--- config.mk ---
export PLATFORM = sky130hd
export DESIGN_NAME = tick_interval_timer
export DESIGN_NICKNAME = d
export VERILOG_FILES = /design/src/rtl/tmr_pkg.sv /design/src/rtl/tmr_prescale.sv /design/src/rtl/tmr_load_ctl.sv /design/src/rtl/tmr_downcount.sv /design/src/rtl/tmr_flags.sv /design/src/rtl/tick_interval_timer.sv
export SDC_FILE = /design/constraint.sdc
export NUM_CORES = 1
export LEC_CHECK = 0
export ABC_AREA = 0
export CAP_MARGIN = 15
export CELL_PAD_IN_SITES_DETAIL_PLACEMENT = 1
export CELL_PAD_IN_SITES_GLOBAL_PLACEMENT = 2
export CORE_MARGIN = 3
export CORE_UTILIZATION = 36
export CTS_BUF_LIST = sky130_fd_sc_hd__clkbuf_4 sky130_fd_sc_hd__clkbuf_8
export CTS_CLUSTER_DIAMETER = 60
export DETAILED_ROUTE_END_ITERATION = 12
export PLACE_DENSITY_LB_ADDON = 0.1
export SLEW_MARGIN = 40
export SYNTH_ARGS = -nofsm -noshare
export SYNTH_HDL_FRONTEND = slang
export SYNTH_HIERARCHICAL = 1
export SYNTH_SLANG_ARGS = --single-unit
--- constraint.sdc ---
create_clock -name clk -period 2.4 [get_ports clk]
set_input_delay 0.36 -clock clk [delete_from_list [all_inputs] [get_ports clk]]
set_output_delay 0.36 -clock clk [all_outputs]
set_load 0.01 [all_outputs]
--- src/rtl/tmr_pkg.sv ---
package tmr_pkg;
  localparam int unsigned TMR_W_DEF    = 8;
  localparam int unsigned TMR_NDIV_DEF = 64;
  localparam int unsigned TMR_TDIV_DEF = 2;

  typedef struct packed {
    logic elapsed;
    logic overrun;
  } tmr_flags_t;
endpackage

--- src/rtl/tmr_prescale.sv ---
module tmr_prescale #(
  parameter int unsigned NORM_DIV = 64,
  parameter int unsigned TEST_DIV = 2
) (
  input  logic clk,
  input  logic rst_n,
  input  logic test_mode,
  output logic tick
);
  localparam int unsigned MAXDIV = (NORM_DIV > TEST_DIV) ? NORM_DIV : TEST_DIV;
  localparam int unsigned PW     = (MAXDIV > 2) ? $clog2(MAXDIV) : 1;
  localparam logic [PW-1:0] NLIM = PW'(NORM_DIV - 1);
  localparam logic [PW-1:0] TLIM = PW'(TEST_DIV - 1);

  logic [PW-1:0] pcnt;
  logic [PW-1:0] lim;

  always_comb begin
    lim  = test_mode ? TLIM : NLIM;
    tick = (pcnt >= lim);
  end

  always_ff @(posedge clk or negedge rst_n) begin
    if (!rst_n)    pcnt <= '0;
    else if (tick) pcnt <= '0;
    else           pcnt <= pcnt + 1'b1;
  end

  // ticks are never back to back
  assert_no_double_tick_R3: assert property (@(posedge clk) disable iff (!rst_n)
    tick |=> !tick);
endmodule

--- src/rtl/tmr_load_ctl.sv ---
module tmr_load_ctl #(
  parameter int unsigned W = 8
) (
  input  logic         clk,
  input  logic         rst_n,
  input  logic         ld_set,
  input  logic         ld_clr,
  input  logic         ivl_wr,
  input  logic [W-1:0] ivl_wdata,
  output logic         ld_flag,
  output logic [W-1:0] ivl_q,
  output logic         reload
);
  logic ld_q;

  always_ff @(posedge clk or negedge rst_n) begin
    if (!rst_n)      ld_q <= 1'b0;
    else if (ld_set) ld_q <= 1'b1;
    else if (ld_clr) ld_q <= 1'b0;
  end

  always_ff @(posedge clk or negedge rst_n) begin
    if (!rst_n)              ivl_q <= '1;
    else if (ivl_wr && ld_q) ivl_q <= ivl_wdata;
  end

  // registered reload pulse: fires the cycle after the flag drops
  always_ff @(posedge clk or negedge rst_n) begin
    if (!rst_n) reload <= 1'b0;
    else        reload <= ld_q && ld_clr && !ld_set;
  end

  assign ld_flag = ld_q;

  // interval register frozen while the load flag is down
  assert_ignore_write_R1: assert property (@(posedge clk) disable iff (!rst_n)
    !ld_q |=> $stable(ivl_q));
endmodule

--- src/rtl/tmr_downcount.sv ---
module tmr_downcount #(
  parameter int unsigned W = 8
) (
  input  logic         clk,
  input  logic         rst_n,
  input  logic         tick,
  input  logic         reload,
  input  logic         ld_flag,
  input  logic [W-1:0] ivl_q,
  output logic         expire
);
  localparam logic [W-1:0] ONE = W'(1);

  logic [W-1:0] cnt;

  always_comb expire = tick && !reload && (cnt <= ONE);

  always_ff @(posedge clk or negedge rst_n) begin
    if (!rst_n)      cnt <= '1;
    else if (reload) cnt <= ivl_q;
    else if (tick) begin
      if (cnt <= ONE) cnt <= ivl_q;
      else            cnt <= cnt - 1'b1;
    end
  end

  // counter restarts from the interval register after the flag falls
  assert_reload_on_drop_R2: assert property (@(posedge clk) disable iff (!rst_n)
    $fell(ld_flag) |=> (cnt == $past(ivl_q)));
  // the count only moves on a tick or a reload
  assert_step_on_tick_R4: assert property (@(posedge clk) disable iff (!rst_n)
    (!tick && !reload) |=> $stable(cnt));
endmodule

--- src/rtl/tmr_flags.sv ---
module tmr_flags
  import tmr_pkg::*;
(
  input  logic       clk,
  input  logic       rst_n,
  input  logic       expire,
  input  logic       elapsed_clr,
  input  logic       overrun_clr,
  output tmr_flags_t flags
);
  tmr_flags_t fq;

  always_ff @(posedge clk or negedge rst_n) begin
    if (!rst_n) begin
      fq <= '0;
    end else begin
      if (expire)           fq.elapsed <= 1'b1;
      else if (elapsed_clr) fq.elapsed <= 1'b0;

      if (expire && fq.elapsed && !elapsed_clr) fq.overrun <= 1'b1;
      else if (overrun_clr)                     fq.overrun <= 1'b0;
    end
  end

  assign flags = fq;

  // every expiry leaves elapsed set
  assert_elapsed_set_R4: assert property (@(posedge clk) disable iff (!rst_n)
    expire |=> fq.elapsed);
  // unacknowledged expiry raises overrun
  assert_overrun_set_R6: assert property (@(posedge clk) disable iff (!rst_n)
    (expire && fq.elapsed && !elapsed_clr) |=> fq.overrun);
  // overrun holds until its own clear
  assert_overrun_sticky_R7: assert property (@(posedge clk) disable iff (!rst_n)
    (fq.overrun && !overrun_clr) |=> fq.overrun);
endmodule

--- src/rtl/tick_interval_timer.sv ---
module tick_interval_timer
  import tmr_pkg::*;
#(
  parameter int unsigned W        = TMR_W_DEF,
  parameter int unsigned NORM_DIV = TMR_NDIV_DEF,
  parameter int unsigned TEST_DIV = TMR_TDIV_DEF
) (
  input  logic         clk,
  input  logic         rst_n,
  input  logic         ld_set,
  input  logic         ld_clr,
  input  logic         ivl_wr,
  input  logic [W-1:0] ivl_wdata,
  input  logic         test_mode,
  input  logic         elapsed_clr,
  input  logic         overrun_clr,
  input  logic         irq_en,
  output logic         ld_flag,
  output logic         elapsed,
  output logic         overrun,
  output logic         irq
);
  logic         tick;
  logic         reload;
  logic         expire;
  logic [W-1:0] ivl_q;
  tmr_flags_t   flags;

  tmr_prescale #(.NORM_DIV(NORM_DIV), .TEST_DIV(TEST_DIV)) u_pre (
    .clk(clk), .rst_n(rst_n), .test_mode(test_mode), .tick(tick));

  tmr_load_ctl #(.W(W)) u_ld (
    .clk(clk), .rst_n(rst_n), .ld_set(ld_set), .ld_clr(ld_clr),
    .ivl_wr(ivl_wr), .ivl_wdata(ivl_wdata), .ld_flag(ld_flag),
    .ivl_q(ivl_q), .reload(reload));

  tmr_downcount #(.W(W)) u_cnt (
    .clk(clk), .rst_n(rst_n), .tick(tick), .reload(reload),
    .ld_flag(ld_flag), .ivl_q(ivl_q), .expire(expire));

  tmr_flags u_flg (
    .clk(clk), .rst_n(rst_n), .expire(expire), .elapsed_clr(elapsed_clr),
    .overrun_clr(overrun_clr), .flags(flags));

  assign elapsed = flags.elapsed;
  assign overrun = flags.overrun;
  assign irq     = flags.elapsed & irq_en;

  // no interrupt while disabled
  assert_irq_masked_R8: assert property (@(posedge clk) disable iff (!rst_n)
    !irq_en |-> !irq);
endmodule

## After elaboration in Yosys (flattened, before gate mapping)

Index checks and enable logic that the tools add are counted.

- Flip-flop bits (word level): 26
- Latch bits: 0
- Memory bits (writable): 0
- Bits in read-only memories: 0
- Input bits: 17
- Logic and storage cells: 37
- Memories kept: 0

- $add $sub $neg: 2
- Multiply operators: 0
- Divide/modulo/power cells: 0
- Order comparisons: 2
- Equal/unequal tests: 0
- Shift-type cells: 0
- Muxes and demuxes: 11
- Bitwise gates (word level): 1
- Reduce and logical (&&, ||, !) cells: 14

Operators with widths:

| operator | count |
|---|---|
| 8-bit 2-to-1 mux | 3 |
| 6-bit 2-to-1 mux | 2 |
| 8-bit by 1-bit less-or-equal comparator with 1-bit output (second input constant) | 1 |
| 2-bit nonzero test | 4 |
| 8-bit by 1-bit subtractor with 8-bit output (second input constant) | 1 |
| 1-bit logical AND | 7 |
| 6-bit by 1-bit adder with 6-bit output (second input constant) | 1 |
| 6-bit >= comparator | 1 |
| 1-bit 2-to-1 mux | 6 |
| 1-bit logical NOT | 3 |
| 1-bit bitwise AND | 1 |

## Logic depth before layout (Yosys ltp)

- Depth after elaboration: 7
- Mapped depth: 7
- Gate-level depth less buffers: 7

## Hierarchy

The synthesis kept the hierarchy.

Modules (own cells, without submodules):

| module | instances | cells an instance | area each (um2) | sequential area each (um2) |
|---|---|---|---|---|
| tmr_downcount | 1 | 67 | 598.1 | 210.2 |
| tmr_load_ctl | 1 | 23 | 381.6 | 260.2 |
| tmr_prescale | 1 | 36 | 366.6 | 150.1 |
| tmr_flags | 1 | 6 | 76.3 | 50.0 |
| tick_interval_timer | 1 | 1 | 6.3 | 0.0 |

## Least setup slack after synthesis

No wires, ideal clock.

- Path kind: flip-flop to flip-flop
- From: reg u_pre.pcnt[3]
- To: reg u_cnt.cnt[6]
- Library setup time: 89 ps
- Data arrival time: 1851 ps
- Setup slack: 460 ps
- Stages on the path, launching flop included: 8
- Buffers on the path: 1
- Path through: dfrtp_1 ha_1 nand4_1 o221ai_2 or2_2 buf_1 o21ai_0 a211oi_1

- Cells in the longest elaborated chain, start to end: 2

RTL lines:

| what | line | source |
|---|---|---|
| from (decl) | tmr_prescale.sv:15 | `logic [PW-1:0] pcnt;` |
| from (signal assigned) | tmr_prescale.sv:26 | `else pcnt <= pcnt + 1'b1;` |
| 6-bit >= comparator | tmr_prescale.sv:20 | `tick = (pcnt >= lim);` |
| net tick | tick_interval_timer.sv:23 | `logic tick;` |
| 2-bit nonzero test (no line) | n/a |  |
| to (signal assigned) | tmr_downcount.sv:20 | `else if (reload) cnt <= ivl_q;` |
| to (signal assigned) | tmr_downcount.sv:22 | `if (cnt <= ONE) cnt <= ivl_q;` |
| to (signal assigned) | tmr_downcount.sv:23 | `else cnt <= cnt - 1'b1;` |
| to (decl) | tmr_downcount.sv:14 | `logic [W-1:0] cnt;` |

The timed path passes the listed nets, and every way through them passes these cells.
A chain may end at the register's enable or synchronous reset.

## Worst setup path in the final report

- From: in test_mode
- To: reg u_cnt.cnt[6]

- Cells in the longest elaborated chain, start to end: 3

RTL lines:

| what | line | source |
|---|---|---|
| from (decl) | tick_interval_timer.sv:14 | `input logic test_mode,` |
| 6-bit 2-to-1 mux | tmr_prescale.sv:19 | `lim = test_mode ? TLIM : NLIM;` |
| 6-bit >= comparator | tmr_prescale.sv:20 |  |
| net tick | tick_interval_timer.sv:23 |  |
| 2-bit nonzero test (no line) | n/a |  |

The timed path passes the listed nets, and every way through them passes these cells.

==> flow_summary.yaml <==
outcome:
  status: "finished clean"
drt:
  detail-route-antenna-nets: 0
  drc: 0
  vias: 1095
  wl_per_cell_um: 15.0
  vias_per_cell: 5.29
  routed_wirelength_um: 3110
  dr.pass1.iters: 4
  drtIter0Drc: 42
sta:
  finalHoldViolCount: 0
  setup_viol: 0
  grt_setup_unrepaired: "no"
  final.period_utilization_pct: 88.0
  finalClockSkew_ns: 0.00626
  tightest_slew_ns: 0.564
  slew_viol_final: 0
  slew_headroom_pct: 62.3
  timing.fmax_ghz: 0.474
  fin_crit_ns: 2.11
global_routing:
  grt_pass1_wl_um: 5550
  grt_start_max_net_pins: 27
  grtUsageMet2_pct: 22.2
  grt_use_met3_pct: 2.77
  grt.busiest_layer: "met2"
  use_met1_pct: 19.8
  grt_pass1_vias: 1180
  overflow: 0
  antenna_found_initial: 0
  track_usage_pct: 14.1
cells_and_area:
  antenna_cells: 0
  seq_area_um2: 671
  fin_util_pct: 47.1
  nFillCells: 441
  nets: 185
  finalNonFillerCells: 207
  multi_input_area_um2: 706
  drive_gt1_share_pct: 28.9
  areaGrowthSynthToFinish_pct: 23.4
floorplan:
  core_area_um2: 3740
  die_h_um: 69
  io_pins: 21
  die_w_um: 69
  initial_core_util_pct: 38.2
  dieArea_um2: 4760
  rows: 22
worst_setup_path:
  worst-path-buf-inv: 1
  cpLargestDelayFamily: "compound AO/OA/AOI/OAI gates"
  cp-end-kind: "register"
  slowest_stage: "clkdlybuf4s50_1"
  path_cells: "clkdlybuf4s50_1, ha_1, a21oi_1, o221ai_2, or2_2, o21ai_0, a211oi_1"
  reg2reg_depth: 6
  start_kind: "input pin"
  r2r_setup_slack_ns: 0.32
  critical-path-max-stage-delay_ns: 0.51
  r2r-start: "u_cnt/cnt[0]"
  cp_data_arrival_time_ns: 2.29
  worstPathMaxFanout: 7
  worstSetupPathType: "in -> reg"
  r2r-end: "u_cnt/cnt[6]"
  required_ns: 2.58
placement:
  port_buffers: 20
  place.gp.congestion: 0.761
  dp_hpwl_um: 2420
  place_inst: 203
pwr:
  ir_drop_mv: 0.440
  p_leak_uw: 0.000731
  internal-power_uw: 1090
  p_sw_share_pct: 36.4
  p_switching_uw: 623
  powerDensity_nw_per_um2: 969
  power.share.clock_pct: 16.4
  seqPwrFrac_pct: 47.1
  p_comb_share_pct: 36.5
clocking:
  cts_root_buffer: "clkbuf_8"
  cts.sinks: 26
  post_cts.repair.setup_buffers: 0
  cts_tree: "built"
  clk_pin_slew_ns: 0.09
  cts_hold_buffers: 0
  cts-htree-levels: 1
  insertion_delay_ns: 0.27
  clk_path_buf_depth: 2
  cts_buffers: 3
  cts_resized: 0
synthesis:
  netlist.area_leader.share_pct: 29.4
  ys_ff_latch: 26
  yosysUniqueCellTypes: 46
  synth_common_cells: "dfstp_2 (16), inv_1 (11), dfrtp_1 (10)"
  syn_avg_cell_area_um2: 10.7
  synth_edf_count: 0
  synth_nets: 158
  synth_ff_type: "dfstp_2"
  synth.area.top_cells: "dfstp_2 (29%), dfrtp_1 (18%), ha_1 (7.0%), mux2_2 (6.3%), inv_1 (2.9%)"
  yosysWarningCount: 6
  async_reset_ff_share_pct: 100
  ys_seq_area_share_pct: 46.9
  yosys.cell_count.top_type: "dfstp_2"
  synth_cells: 133
  netlist_area_um2: 1430
  synth_area_leader_cell: "dfstp_2"
worst_hold_path:
  hold_path.class: "in -> async"
job:
  maxCapViolations: 0
power groups by stage:
| stage | combinational [uW] | clock, uW | sequential (uW) |
|---|---|---|---|
| after floorplan | 452 | 0 | 763 |
| after global placement | 601 | 0 | 803 |
| after detailed placement | 630 | 0 | 811 |
| after CTS | 634 | 296 | 805 |
| after global routing | 718 | 314 | 829 |
| final | 625 | 280 | 804 |
flip-flops by register name (all words and copies together) (netlist names):
register,count
u_cnt/cnt,8
u_ld/reload,1
u_ld/ld_flag,1
u_pre/pcnt,6
u_ld/ivl_q,8
u_flg/flags,2
metrics by stage:
step / TNS [ns] / hold slack [ns] / area, um^2 / setup slack, ns / total power [uW]
2_1_floorplan: 0 / 0.0644 / 1430 / 0.460 / 1210
3_3_place_gp: 0 / 0.478 / 1710 / 0.0324 / 1400
3_5_place_dp: -0.00824 / 0.499 / 1710 / -0.00824 / 1440
4_1_cts: 0 / 0.472 / 1760 / 0.269 / 1740
5_1_grt: 0 / 0.480 / 1760 / 0.0781 / 1860
6_report: 0 / 0.464 / 1760 / 0.288 / 1710
final cells by class:
| type | count | share of cell area [%] |
|---|---|---|
| Timing Repair Buffer | 24 | 13.1 |
| Multi-Input combinational cell | 94 | 40.0 |
| Clock buffer | 4 | 3.12 |
| Tap cell | 48 | 3.41 |
| Inverter | 11 | 2.34 |
| Sequential cell | 26 | 38.0 |
worst max path at each step:
stage | startpoint | end | slack (ns) | depth (start not counted)
final | test_mode | u_cnt/cnt[6] | 0.29 | 7
after detailed placement | test_mode | u_cnt/cnt[6] | -0.008 | 7
after floorplan | u_pre/pcnt[3] | u_cnt/cnt[6] | 0.46 | 7
after global placement | test_mode | u_cnt/cnt[6] | 0.03 | 8
after CTS | test_mode | u_cnt/cnt[6] | 0.27 | 7
after global routing | test_mode | u_cnt/cnt[6] | 0.08 | 7
cells in the final DEF, fill, tap and decap left out, types with 5 or more instances in the layout:
| cell | netlist | final |
|---|---|---|
| a21oi_1 | 8 | 8 |
| clkdlybuf4s50_1 | 0 | 20 |
| dfrtp_1 | 10 | 10 |
| dfstp_2 | 16 | 16 |
| ha_1 | 8 | 8 |
| inv_1 | 11 | 11 |
| mux2_2 | 8 | 8 |
| nand2_1 | 7 | 7 |
| nor2_1 | 9 | 9 |
| o21ai_0 | 5 | 5 |
kinds of logic after synthesis:
| logic type | share of synthesized area, % |
|---|---|
| AOI/OAI and AO/OA | 16.0 |
| DFF | 46.9 |
| muxes | 6.30 |
| buffers and inverters | 3.68 |
| xor gates and xnor gates | 1.84 |
| and+or+nand+nor | 18.2 |
| adders and majority gates | 7.01 |
worst register-to-register path: stages (launching register included):
cell and delay [ns]:
dfstp_2 0.59, inv_1 0.08, ha_1 0.24, or2_1 0.27
a31oi_2 0.44, nor3_1 0.16, a211oi_1 0.21
routing by layer:
metal	vias to the layer above	routed length [um]
li1	529	-
met1	546	1550
met2	18	1440
met3	2	102
met4	0	18
met5	-	0
Note: power is estimated with default switching activity, not from simulation.
